$ cat src/rtl/dsf_pkg.sv
package dsf_pkg;

    parameter int unsigned WORD_W      = 12;
    parameter int unsigned SYNC_STAGES = 2;

    // Synchronized serial pins, carried together so they stay aligned.
    typedef struct packed {
        logic sel_ld;
        logic sck;
        logic sd;
    } ser_pins_t;

    localparam int unsigned PINS_W = $bits(ser_pins_t);

    // Idle levels: select/load high, clock low, data low.
    localparam ser_pins_t PINS_IDLE = '{sel_ld: 1'b1, sck: 1'b0, sd: 1'b0};

    // Edge-detected pair: index 1 = select/load, index 0 = serial clock.
    typedef struct packed {
        logic sel_ld;
        logic sck;
    } edge_pair_t;

    localparam edge_pair_t EDGE_IDLE = '{sel_ld: 1'b1, sck: 1'b0};

    function automatic logic [WORD_W-1:0] shift_msb_first(
        input logic [WORD_W-1:0] cur,
        input logic              bit_in
    );
        return {cur[WORD_W-2:0], bit_in};
    endfunction

endpackage

$ cat src/rtl/dsf_sync.sv
module dsf_sync #(
    parameter int unsigned        W       = 3,
    parameter int unsigned        STAGES  = 2,
    parameter logic [W-1:0]       RST_VAL = '0
) (
    input  logic         clk,
    input  logic         rst,
    input  logic [W-1:0] din,
    output logic [W-1:0] dout
);

    logic [STAGES-1:0][W-1:0] chain;

    generate
        if (STAGES == 1) begin : g_single
            always_ff @(posedge clk) begin
                if (rst) chain[0] <= RST_VAL;
                else     chain[0] <= din;
            end
        end else begin : g_multi
            always_ff @(posedge clk) begin
                if (rst) begin
                    for (int i = 0; i < STAGES; i++) chain[i] <= RST_VAL;
                end else begin
                    chain[0] <= din;
                    for (int i = 1; i < STAGES; i++) chain[i] <= chain[i-1];
                end
            end
        end
    endgenerate

    assign dout = chain[STAGES-1];

endmodule

$ cat src/rtl/dsf_edge.sv
module dsf_edge #(
    parameter int unsigned  W       = 2,
    parameter logic [W-1:0] RST_VAL = '0
) (
    input  logic         clk,
    input  logic         rst,
    input  logic [W-1:0] level,
    output logic [W-1:0] rise
);

    logic [W-1:0] prev;

    always_ff @(posedge clk) begin
        if (rst) prev <= RST_VAL;
        else     prev <= level;
    end

    generate
        for (genvar g = 0; g < W; g++) begin : g_bit
            assign rise[g] = level[g] & ~prev[g];
        end
    endgenerate

endmodule

$ cat src/rtl/dsf_shift.sv
module dsf_shift
    import dsf_pkg::*;
#(
    parameter int unsigned W = WORD_W
) (
    input  logic         clk,
    input  logic         rst,
    input  logic         clr_n,
    input  logic         shift_en,
    input  logic         bit_in,
    output logic [W-1:0] word,
    output logic         tail
);

    always_ff @(posedge clk or negedge clr_n) begin
        if (!clr_n)        word <= '0;
        else if (rst)      word <= '0;
        else if (shift_en) word <= {word[W-2:0], bit_in};
    end

    assign tail = word[W-1];

    // a shift moves toward the MSB end and takes the new bit at bit 0
    p_shift_in_r2: assert property (@(posedge clk) disable iff (rst || !clr_n)
        shift_en |=> (word[0] == $past(bit_in)) && (word[W-1:1] == $past(word[W-2:0])));

    // no shift enable, no change
    p_idle_hold_r3: assert property (@(posedge clk) disable iff (rst || !clr_n)
        !shift_en |=> $stable(word));

endmodule

$ cat src/rtl/dsf_hold.sv
module dsf_hold
    import dsf_pkg::*;
#(
    parameter int unsigned W = WORD_W
) (
    input  logic         clk,
    input  logic         rst,
    input  logic         clr_n,
    input  logic         load_en,
    input  logic [W-1:0] word_in,
    output logic [W-1:0] code,
    output logic         strobe
);

    always_ff @(posedge clk or negedge clr_n) begin
        if (!clr_n) begin
            code   <= '0;
            strobe <= 1'b0;
        end else if (rst) begin
            code   <= '0;
            strobe <= 1'b0;
        end else begin
            strobe <= load_en;
            if (load_en) code <= word_in;
        end
    end

    // a load copies the shift word
    p_copy_r4: assert property (@(posedge clk) disable iff (rst || !clr_n)
        load_en |=> code == $past(word_in));

    // without a load the code holds
    p_keep_r4: assert property (@(posedge clk) disable iff (rst || !clr_n)
        !load_en |=> $stable(code));

    // strobe follows each load and lasts one cycle
    p_strobe_r5: assert property (@(posedge clk) disable iff (rst || !clr_n)
        load_en |=> strobe);

    p_strobe_single_r5: assert property (@(posedge clk) disable iff (rst || !clr_n)
        strobe |=> !strobe);

endmodule

$ cat src/rtl/dac_serial_front.sv
module dac_serial_front
    import dsf_pkg::*;
#(
    parameter int unsigned DATA_W = WORD_W,
    parameter int unsigned STAGES = SYNC_STAGES
) (
    input  logic              clk,
    input  logic              rst,
    input  logic              clr_n,
    input  logic              sck_in,
    input  logic              sd_in,
    input  logic              sel_ld_in,
    output logic              sd_out,
    output logic [DATA_W-1:0] dac_code,
    output logic              load_pulse
);

    ser_pins_t   pins_raw;
    ser_pins_t   pins_sync;
    edge_pair_t  lvl_pair;
    edge_pair_t  rise_pair;
    logic        shift_en;
    logic        load_en;
    logic [DATA_W-1:0] shift_word;

    assign pins_raw = '{sel_ld: sel_ld_in, sck: sck_in, sd: sd_in};

    dsf_sync #(
        .W       (PINS_W),
        .STAGES  (STAGES),
        .RST_VAL (PINS_IDLE)
    ) u_sync (
        .clk  (clk),
        .rst  (rst),
        .din  (pins_raw),
        .dout (pins_sync)
    );

    assign lvl_pair = '{sel_ld: pins_sync.sel_ld, sck: pins_sync.sck};

    dsf_edge #(
        .W       ($bits(edge_pair_t)),
        .RST_VAL (EDGE_IDLE)
    ) u_edge (
        .clk   (clk),
        .rst   (rst),
        .level (lvl_pair),
        .rise  (rise_pair)
    );

    // Serial clock is gated by the select/load level; load on its rise.
    assign shift_en = rise_pair.sck & ~pins_sync.sel_ld;
    assign load_en  = rise_pair.sel_ld;

    dsf_shift #(.W(DATA_W)) u_shift (
        .clk      (clk),
        .rst      (rst),
        .clr_n    (clr_n),
        .shift_en (shift_en),
        .bit_in   (pins_sync.sd),
        .word     (shift_word),
        .tail     (sd_out)
    );

    dsf_hold #(.W(DATA_W)) u_hold (
        .clk     (clk),
        .rst     (rst),
        .clr_n   (clr_n),
        .load_en (load_en),
        .word_in (shift_word),
        .code    (dac_code),
        .strobe  (load_pulse)
    );

    // while select/load is high the shift word never moves
    p_sck_gated_r3: assert property (@(posedge clk) disable iff (rst || !clr_n)
        pins_sync.sel_ld |=> $stable(shift_word));

    // serial output is the top stage of the shift word
    p_tail_r6: assert property (@(posedge clk) disable iff (rst || !clr_n)
        sd_out == shift_word[DATA_W-1]);

    // clear forces everything to zero and suppresses the strobe
    p_clear_zero_r7: assert property (@(posedge clk) disable iff (rst)
        !clr_n |-> (dac_code == '0) && !sd_out && !load_pulse);

endmodule

$ cat config.mk
export PLATFORM = sky130hd
export DESIGN_NAME = dac_serial_front
export DESIGN_NICKNAME = d
export VERILOG_FILES = /design/src/rtl/dsf_pkg.sv /design/src/rtl/dsf_sync.sv /design/src/rtl/dsf_edge.sv /design/src/rtl/dsf_shift.sv /design/src/rtl/dsf_hold.sv /design/src/rtl/dac_serial_front.sv
export SDC_FILE = /design/constraint.sdc
export NUM_CORES = 1
export LEC_CHECK = 0
export BUFFER_PORTS_ARGS = -buffer_cell sky130_fd_sc_hd__buf_2
export CAP_MARGIN = 25
export CORE_MARGIN = 2
export CORE_UTILIZATION = 57
export DETAILED_ROUTE_END_ITERATION = 6
export GPL_TIMING_DRIVEN = 1
export PLACE_DENSITY_LB_ADDON = 0.05
export SYNTH_ARGS = -nofsm -noshare
export SYNTH_HDL_FRONTEND = slang
export SYNTH_SLANG_ARGS = --single-unit
$ cat constraint.sdc
create_clock -name clk -period 3.1 [get_ports clk]
set_input_delay 0.155 -clock clk [delete_from_list [all_inputs] [get_ports clk]]
set_output_delay 0.155 -clock clk [all_outputs]
set_load 0.1 [all_outputs]
==> flow_summary.json, run 1 <==
{
  "timing.reg2reg.worst_path_depth": 3,
  "post-route-min-period_ns": 1.311,
  "hold_viol": 0,
  "post_synth_main_area_contributors": "dfrtp_1 (51%), nand2_1 (15%), dfxtp_1 (13%)",
  "synth.lib_cells_used.distinct": 14,
  "synth_top_family_by_area": "simple AND/OR/NAND/NOR gates",
  "io_buffers": 19,
  "power_per_cell_area_mw_per_mm2": 514.5,
  "post_synth_most_frequent_cells": "nand2_1 (48), dfrtp_1 (25), a21oi_1 (24), dfxtp_1 (8), nor2b_1 (5)",
  "post_synth_mux_area_share_pct": 0,
  "post_synth_instance_area_mm2": 0.001215,
  "worstSetupEndpointType": "flip-flop",
  "ys_ff_latch": 33,
  "seqPwrFrac_pct": 61.5,
  "status": "completed",
  "wl_per_cell_um": 12.57,
  "timing.critical_path.fanout_max": 12,
  "synth_area_per_cell_um2": 9.719,
  "core.rowCount": 16,
  "synthDominantCellAreaShare_pct": 51.49,
  "timing_worst_slew_pin_value_ns": 0.6733,
  "final_nets": 151,
  "floorplan.io_pins": 20,
  "hold-worst-slack_ns": 0.009461,
  "cts_root_buffer": "clkbuf_4",
  "p_switching_mw": 0.1560,
  "number_of_antenna_violations_at_the_first_check_in_global_routing": 0,
  "core_mm2": 0.001982,
  "number_of_cells_traversed_by_the_worst_hold_path": 2,
  "share_comb_of_total_power_pct": 3.5,
  "drtPass1Iterations": 4,
  "synth-adder-area-share_pct": 0,
  "dr_total_vias": 873,
  "dp_hpwl_mm": 1.436,
  "ys_async_sr_fraction_pct": 75.76,
  "drt_iter0_drc": 11,
  "grt_remaining_overflow": 0,
  "yosysSeqAreaShare_pct": 64.68,
  "synth_area_leader_cell": "dfrtp_1",
  "proportion_of_total_power_due_to_net_switching_pct": 22.05,
  "maxSlewViolCount": 0,
  "worst_slack_ns": 1.789,
  "n_antenna_cell": 0,
  "fmax_ghz": 0.7627,
  "drc": 0,
  "cts_sinks": 33,
  "drt-vias-per-instance": 5.046,
  "worst_slew_margin_relative_to_its_limit_pct": 54.92,
  "fin_util_pct": 69.38,
  "chipHeight_um": 50.17,
  "grt_start_max_net_pins": 34,
  "clock_path_buffers": 2,
  "synth_simple_gate_area_share_pct": 22.35,
  "die_x_um": 50.17,
  "holdCritPathClass": "input pin to flip-flop",
  "setup-tns-final_ns": 0,
  "irDropWorstVdd_uv": 408.7,
  "cell_internal_pwr_mw": 0.5515,
  "global_route.usage.total_pct": 21.58,
  "synth-warning-count": 0,
  "cts.reportedPaths.clkPinSlew_ns": 0.09,
  "final_setup_violating_endpoints": 0,
  "synth_ff_type": "dfrtp_1",
  "preCtsSetupSlack_ns": 1.804,
  "synth_xor_area_share_pct": 0,
  "htree_levels": 2,
  "tritoncts.num_buffers": 5,
  "unrepaired_setup_endpoints_after_global_routing": "no",
  "synth-compound-area-share_pct": 9.887,
  "antenna_violating_nets_post_route": 0,
  "crit_path_start_kind": "flip-flop",
  "grt_pass1_vias": 866,
  "cts_post_setup_buffers_inserted": 0,
  "total_leakage_power_nw": 0.6250,
  "synth.net_count": 131,
  "area_growth_syn_to_layout_pct": 13.18,
  "timing.critical_path.arrival_ns": 1.56,
  "finalWeightedCongestion": 0.7336,
  "max-cap-violations": 0,
  "worstPathRequired_ns": 3.35,
  "leading_cell_type_by_number_of_instances_after_synthesis": "nand2_1",
  "synthesis.instances": 125,
  "detailed_route_wl_mm": 2.174,
  "clock_tree_from_tritoncts": "yes",
  "floorplan_die_area_mm2": 0.002517,
  "min_period_over_period_pct": 42.29,
  "share_clk_of_total_power_pct": 35.1,
  "final.setup_skew_ns": 0.008252,
  "initial_cell_density_of_the_core_pct": 61.30,
  "grt_first_pass_wirelength_mm": 3.905,
  "layout-drive-gt1-share_pct": 20.55,
  "crit_type": "flip-flop to flip-flop",
  "clkLatencyLatePin_ns": 0.33,
  "synth-edff-count": 0
}
layout make-up:
type                            count  area (µm²)
Sequential cell                    33       785.8
Fill cell                         165       606.8
Multi-Input combinational cell     85       391.6
Timing Repair Buffer               20       105.1
Clock buffer                        8       58.81
Tap cell                           27       33.78
flip-flops by register name, summed over array words and instances (netlist names):
register / flops
u_edge.prev: 2
u_sync.chain: 3
u_sync.dout: 3
u_hold.code: 12
u_hold.strobe: 1
u_shift.word: 12
worst paths after layout:
check	from	to	slack (ns)
setup reg to reg	u_sync.dout[2]	u_shift.word[5]	1.79
max in group asynchronous	clr_n	u_shift.word[10]	2.39
setup / recovery	u_sync.dout[2]	u_shift.word[5]	1.79
min in group asynchronous	clr_n	u_hold.code[4]	0.34
hold / removal	sel_ld_in	u_sync.chain[2]	0.009
hold reg to reg	u_sync.chain[2]	u_sync.dout[2]	0.41
power by group through the flow:
stage	registers [mW]	logic, mW	clock network (mW)
2_1_floorplan	0.445	0.0116	0
3_3_place_gp	0.443	0.0233	0
3_5_place_dp	0.444	0.0242	0
4_1_cts	0.435	0.0253	0.250
5_1_grt	0.436	0.0281	0.271
6_report	0.435	0.0245	0.248
cell usage in the layout (no fill, tap or decap), types with 2 or more instances in the layout:
cell type,n
nand2_1,48
a21oi_1,24
or2_2,3
clkbuf_4,5
dfrtp_1,25
dfxtp_1,8
buf_2,19
nor2b_1,5
clkbuf_1,2
critical path, stage by stage, from the launching register on:
cell	delay (ns)
dfxtp_1	0.35
nor3b_2	0.57
nand2_1	0.16
a21oi_1	0.16
metal layers:
metal / track usage [%] / part of all wire [%]
met1: 25.15 / 45
met2: 35.31 / 48
met3: 8.929 / 5.2
met4: 8.333 / 2.2
met5: 0 / 0
through the flow:
step / cell area, µm² / total power, mW / std cells
after global routing: 1375 / 0.7350 / 173
after floorplan: 1215 / 0.4564 / 125
after detailed placement: 1306 / 0.4679 / 164
after global placement: 1306 / 0.4668 / 164
after CTS: 1375 / 0.7102 / 173
final: 1375 / 0.7075 / 173
kinds of logic (layout without fill, tap and decap cells):
group | Yosys count | in the layout
buf+inv | 7 | 28
simple gates | 61 | 61
compound gates | 24 | 24
flops | 33 | 33
what timing repair did:
| item | CTS | global route |
|---|---|---|
| setup endpoints to repair | 0 | 0 |
| hold buffers | 1 | 0 |
| gates resized for setup | 0 | 0 |
| hold endpoints to repair | 25 | 0 |
Power figures use the tool's default switching activity.
==> inputs of run 2 (changes only) <==
- CORE_UTILIZATION: 57 -> 48
- clock period: 3.1 -> 1.15 ns (I/O delays scaled with it)
==> flow_summary.json, run 2 (synthesized netlist as in run 1, its figures left out) <==
{
  "antenna_violating_nets_post_route": 0,
  "cts_sinks": 33,
  "n_antenna_cell": 0,
  "dr_total_vias": 942,
  "crit_buf_inv": 0,
  "crit_type": "flip-flop to flip-flop",
  "preCtsSetupSlack_ns": 0.03473,
  "post-route-min-period_ns": 1.087,
  "initial_cell_density_of_the_core_pct": 49.95,
  "final.setup_skew_ns": 0.01389,
  "worstPathCellList": "or3b_4 > nand2_1 > a21oi_1",
  "worst_hold_endpoint": "u_sync.chain[0]",
  "drc": 0,
  "grt_util_met1_pct": 21.37,
  "mostFrequentLayoutCells": "nand2_1 (48), a21oi_1 (24), dfrtp_2 (13)",
  "core_mm2": 0.002432,
  "status": "completed",
  "floorplan_die_area_mm2": 0.002950,
  "r2r-end": "u_shift.word[6]",
  "unrepaired_setup_endpoints_after_global_routing": "no",
  "setup-tns-final_ns": 0,
  "area_growth_syn_to_layout_pct": 30.90,
  "floorplan.io_pins": 20,
  "total_leakage_power_nw": 0.6575,
  "numPlacedInstances": 172,
  "worst_slew_margin_relative_to_its_limit_pct": 63.53,
  "hp-start": "rst",
  "grt_remaining_overflow": 0,
  "cell_internal_pwr_mw": 1.499,
  "maxSlewViolCount": 0,
  "drtPass1Iterations": 4,
  "fin_cells": 185,
  "dp_hpwl_mm": 1.453,
  "number_of_cells_traversed_by_the_worst_hold_path": 2,
  "irDropWorstVdd_uv": 1009,
  "timing.critical_path.arrival_ns": 1.27,
  "htree_levels": 2,
  "largest_delay_contributor_family_on_the_critical_path": "simple AND/OR/NAND/NOR gates",
  "layout-drive-gt1-share_pct": 32.90,
  "holdCritPathClass": "input pin to flip-flop",
  "hold_viol": 0,
  "grt_start_max_net_pins": 34,
  "share_clk_of_total_power_pct": 34.0,
  "chipHeight_um": 54.31,
  "proportion_of_total_power_due_to_net_switching_pct": 21.12,
  "clock_tree_from_tritoncts": "yes",
  "timing.critical_path.fanout_max": 6,
  "global_route.usage.total_pct": 18.11,
  "cp.depth": 3,
  "finalWeightedCongestion": 0.7623,
  "drt_iter0_drc": 17,
  "mostFrequentLayoutCell": "nand2_1",
  "crit_path_start_kind": "flip-flop",
  "cts.reportedPaths.clkPinSlew_ns": 0.08,
  "worstSetupEndpointType": "flip-flop",
  "seqPwrFrac_pct": 61.8,
  "clock_path_buffers": 2,
  "share_comb_of_total_power_pct": 4.3,
  "final_setup_violating_endpoints": 0,
  "busiest_layer": "met2",
  "core.rowCount": 18,
  "min_period_over_period_pct": 94.53,
  "wl_per_cell_um": 12.32,
  "use_met3_pct": 5.738,
  "cp_slowest_cell": "or3b_4",
  "detailed_route_wl_mm": 2.279,
  "rr_startpoint": "u_edge.prev[0]",
  "timing_worst_slew_pin_value_ns": 0.5470,
  "power_per_cell_area_mw_per_mm2": 1195,
  "worst_slack_ns": 0.06291,
  "io_buffers": 19,
  "tritoncts.num_buffers": 5,
  "fmax_ghz": 0.9199,
  "grt_pass1_vias": 825,
  "final_nets": 160,
  "grt_use_met2_pct": 27.91,
  "biggestRegsByFlops": "u_hold.code (12), u_shift.word (12)",
  "largest_stage_delay_on_the_critical_path_ns": 0.45,
  "cts_post_setup_buffers_inserted": 0,
  "max-cap-violations": 0,
  "number_of_antenna_violations_at_the_first_check_in_global_routing": 0,
  "die_x_um": 54.31,
  "final_design_area_no_fill_mm2": 0.001590,
  "placed_area_mm2": 0.001454,
  "grt_first_pass_wirelength_mm": 3.588,
  "cts_root_buffer": "clkbuf_4",
  "clkLatencyLatePin_ns": 0.33,
  "worstPathRequired_ns": 1.33,
  "r2r_slack_ns": 0.06,
  "drt-vias-per-instance": 5.092,
  "timing.reg2reg.worst_path_depth": 3,
  "p_switching_mw": 0.4015
}
==> run 2: worst max path at each step <==
| stage | from | end | slack [ns] |
|---|---|---|---|
| 4_1_cts | u_hold.strobe | load_pulse | 0.02 |
| 5_1_grt | u_edge.prev[0] | u_shift.word[6] | 0.01 |
| 6_report | u_edge.prev[0] | u_shift.word[6] | 0.06 |
| 2_1_floorplan | u_sync.dout[2] | u_shift.word[11] | 0.06 |
| 3_5_place_dp | u_sync.dout[1] | u_shift.word[6] | 0.03 |
| 3_3_place_gp | u_sync.dout[1] | u_shift.word[1] | 0.06 |
==> run 2: per-layer routing <==
metal | vias to the layer above | part of all wire [%]
li1 | 460 | -
met1 | 448 | 47
met2 | 26 | 47
met3 | 8 | 3.9
met4 | 0 | 2.5
met5 | - | 0
==> run 2: final cells by class <==
type                    count  area, µm²
flip-flops and latches     33      804.5
clock buffers               8      58.81
repair buffers             28      286.5
fillers                   215      842.1
multi-input cells          86      402.9
well taps                  30      37.54
==> run 2: what timing repair did <==
item                       CTS  global route
pin swaps                    0             0
gates resized for setup      7             5
hold endpoints to repair    28             0
hold buffers                 4             0
cloned                       0             1
setup endpoints to repair    7             9
==> run 2: power groups by stage <==
stage	registers, mW	clock network, mW	logic (mW)
finish	1.17	0.645	0.0816
global route	1.18	0.733	0.0916
CTS	1.17	0.671	0.0822
detailed placement	1.20	0	0.0716
global placement	1.20	0	0.0703
floorplan	1.20	0	0.0312
==> run 2: per-stage QoR <==
| step | power (mW) | hold slack (ns) | util (%) |
|---|---|---|---|
| 2_1_floorplan | 1.230 | -0.2381 | - |
| 3_3_place_gp | 1.266 | 0.06803 | 59.77 |
| 3_5_place_dp | 1.268 | 0.07404 | 59.77 |
| 4_1_cts | 1.925 | 0.2003 | 64.56 |
| 5_1_grt | 2.001 | 0.2395 | 65.38 |
| 6_report | 1.901 | 0.2052 | 65.38 |
==> inputs of run 3 (changes only) <==
- ABC_AREA: default -> 1
==> flow_summary.json, run 3 <==
{
  "largest_stage_delay_on_the_critical_path_ns": 0.33,
  "cts_root_buffer": "clkbuf_4",
  "drtPass1Iterations": 4,
  "status": "completed",
  "post_synth_main_area_contributors": "dfrtp_1 (49%), nand2_1 (17%), dfxtp_1 (13%)",
  "largest_delay_contributor_family_on_the_critical_path": "flip-flops",
  "synth-warning-count": 0,
  "timing.critical_path.arrival_ns": 0.99,
  "cts_sinks": 33,
  "initial_cell_density_of_the_core_pct": 50.70,
  "grt_first_pass_wirelength_mm": 3.877,
  "clkLatencyLatePin_ns": 0.33,
  "final_nets": 176,
  "drt_iter0_drc": 22,
  "die_x_um": 55.39,
  "grt_pass1_vias": 875,
  "yosysSeqAreaShare_pct": 61.99,
  "finalWeightedCongestion": 0.7506,
  "total_leakage_power_nw": 0.8568,
  "synth_area_leader_cell": "dfrtp_1",
  "detailed_route_wl_mm": 2.129,
  "proportion_of_total_power_due_to_net_switching_pct": 21.90,
  "synth.net_count": 149,
  "crit_path_start_kind": "flip-flop",
  "post-route-min-period_ns": 1.045,
  "global_route.usage.total_pct": 16.75,
  "area_growth_syn_to_layout_pct": 25.27,
  "min_period_over_period_pct": 90.83,
  "fmax_ghz": 0.9573,
  "post_synth_most_frequent_cells": "nand2_1 (58), dfrtp_1 (25), nand3_1 (13), inv_1 (11), nor2_1 (11)",
  "post_synth_instance_area_mm2": 0.001267,
  "ys_async_sr_fraction_pct": 75.76,
  "chipHeight_um": 55.39,
  "synthDominantCellAreaShare_pct": 49.36,
  "floorplan.io_pins": 20,
  "drt-vias-per-instance": 4.736,
  "io_buffers": 19,
  "layout-drive-gt1-share_pct": 21.64,
  "leading_cell_type_by_number_of_instances_after_synthesis": "nand2_1",
  "irDropWorstVdd_uv": 796.0,
  "maxSlewViolCount": 0,
  "setup-tns-final_ns": 0,
  "unrepaired_setup_endpoints_after_global_routing": "no",
  "mostFrequentLayoutCells": "nand2_1 (58), dfrtp_1 (24), nand3_1 (13)",
  "timing_worst_slew_pin_value_ns": 0.5323,
  "core.rowCount": 18,
  "hold-worst-slack_ns": 0.1914,
  "cp_slowest_cell": "dfrtp_1",
  "grt_remaining_overflow": 0,
  "n_antenna_cell": 0,
  "mostFrequentLayoutCell": "nand2_1",
  "htree_levels": 2,
  "share_comb_of_total_power_pct": 4.8,
  "synth-edff-count": 0,
  "drc": 0,
  "antenna_violating_nets_post_route": 0,
  "grt_start_max_net_pins": 26,
  "worst_slew_margin_relative_to_its_limit_pct": 64.51,
  "synth.lib_cells_used.distinct": 14,
  "clock_path_buffers": 2,
  "power_per_cell_area_mw_per_mm2": 1208,
  "final.setup_skew_ns": 0.009977,
  "worstSetupEndpointType": "output pin",
  "dr_total_vias": 952,
  "clock_tree_from_tritoncts": "yes",
  "cell_internal_pwr_mw": 1.499,
  "final_setup_violating_endpoints": 0,
  "synth_area_per_cell_um2": 8.863,
  "nFillCells": 223,
  "timing.critical_path.fanout_max": 1,
  "share_clk_of_total_power_pct": 34.1,
  "core_mm2": 0.002500,
  "biggestRegsByFlops": "u_hold.code (12), u_shift.word (12)",
  "max-cap-violations": 0,
  "seqPwrFrac_pct": 61.1,
  "worstPathCellList": "clkbuf_4",
  "wl_per_cell_um": 10.59,
  "number_of_antenna_violations_at_the_first_check_in_global_routing": 0,
  "floorplan_die_area_mm2": 0.003068,
  "dp_hpwl_mm": 1.476,
  "synthesis.instances": 143,
  "synth_ff_type": "dfrtp_1",
  "cts.reportedPaths.clkPinSlew_ns": 0.09,
  "p_switching_mw": 0.4201,
  "crit_buf_inv": 1,
  "holdCritPathClass": "input pin to flip-flop",
  "tritoncts.num_buffers": 5,
  "hold_viol": 0,
  "ys_ff_latch": 33,
  "crit_type": "flip-flop to output pin",
  "worstPathRequired_ns": 1.09
}
==> run 3: what timing repair did <==
item	4_1_cts	5_1_grt
endpoints found under the hold margin	28	0
buffers inserted	0	0
hold buffers	4	0
gates resized for setup	9	3
endpoints found under the setup margin	9	14
==> run 3: final timing paths <==
kind	slack, ns	from	to	depth (start not counted)
worst min-delay path	0.19	rst	u_edge.prev[1]	3
worst min register to register	0.41	u_sync.chain[2]	u_sync.dout[2]	1
worst max-delay path	0.11	u_hold.strobe	load_pulse	1
min in group asynchronous	0.23	clr_n	u_shift.word[4]	2
max in group asynchronous	0.54	clr_n	u_shift.word[11]	2
worst max register to register	0.17	u_sync.dout[2]	u_hold.code[0]	5
==> run 3: power by group through the flow <==
stage | logic [mW] | registers [mW] | clock network [mW]
4_1_cts | 0.0911 | 1.17 | 0.680
6_report | 0.0914 | 1.17 | 0.654
2_1_floorplan | 0.0442 | 1.20 | 0
3_3_place_gp | 0.0791 | 1.20 | 0
3_5_place_dp | 0.0811 | 1.20 | 0
5_1_grt | 0.105 | 1.17 | 0.735
==> run 3: area by class of cell <==
type | instances | area (µm²) | share of cell area (%)
Sequential cell | 33 | 787.0 | 49.57
Clock buffer | 8 | 58.81 | 3.704
Timing Repair Buffer | 25 | 247.7 | 15.60
Multi-Input combinational cell | 90 | 400.4 | 25.22
Inverter | 15 | 56.30 | 3.546
Tap cell | 30 | 37.54 | 2.364
==> run 3: through the flow <==
step	instance area, µm²	worst slack, ns	cells	power (mW)	util, %
after detailed placement	1451	0.02895	189	1.278	58.06
after global placement	1451	0.07371	189	1.275	58.06
after global routing	1588	0.04737	201	2.015	63.51
after CTS	1573	0.003826	201	1.944	62.91
after floorplan	1269	0.004397	143	1.244	-
final	1588	0.1054	201	1.919	63.51
==> run 3: cells by family after synthesis <==
family                 synth area share (%)
flip-flops                            61.99
buffers and inverters                 7.403
AND/OR/NAND/NOR                       30.60
==> run 3: routing by layer <==
| metal | wire [µm] | part of all wire (%) | global-route usage, % | vias up |
|---|---|---|---|---|
| li1 | - | - | - | 487 |
| met3 | 141 | 6.6 | 4.918 | 7 |
| met1 | 1007 | 47 | 22.02 | 429 |
| met2 | 919 | 43 | 23.64 | 29 |
| met4 | 60 | 2.8 | 11.50 | 0 |
| met5 | 0 | 0 | 0 | - |
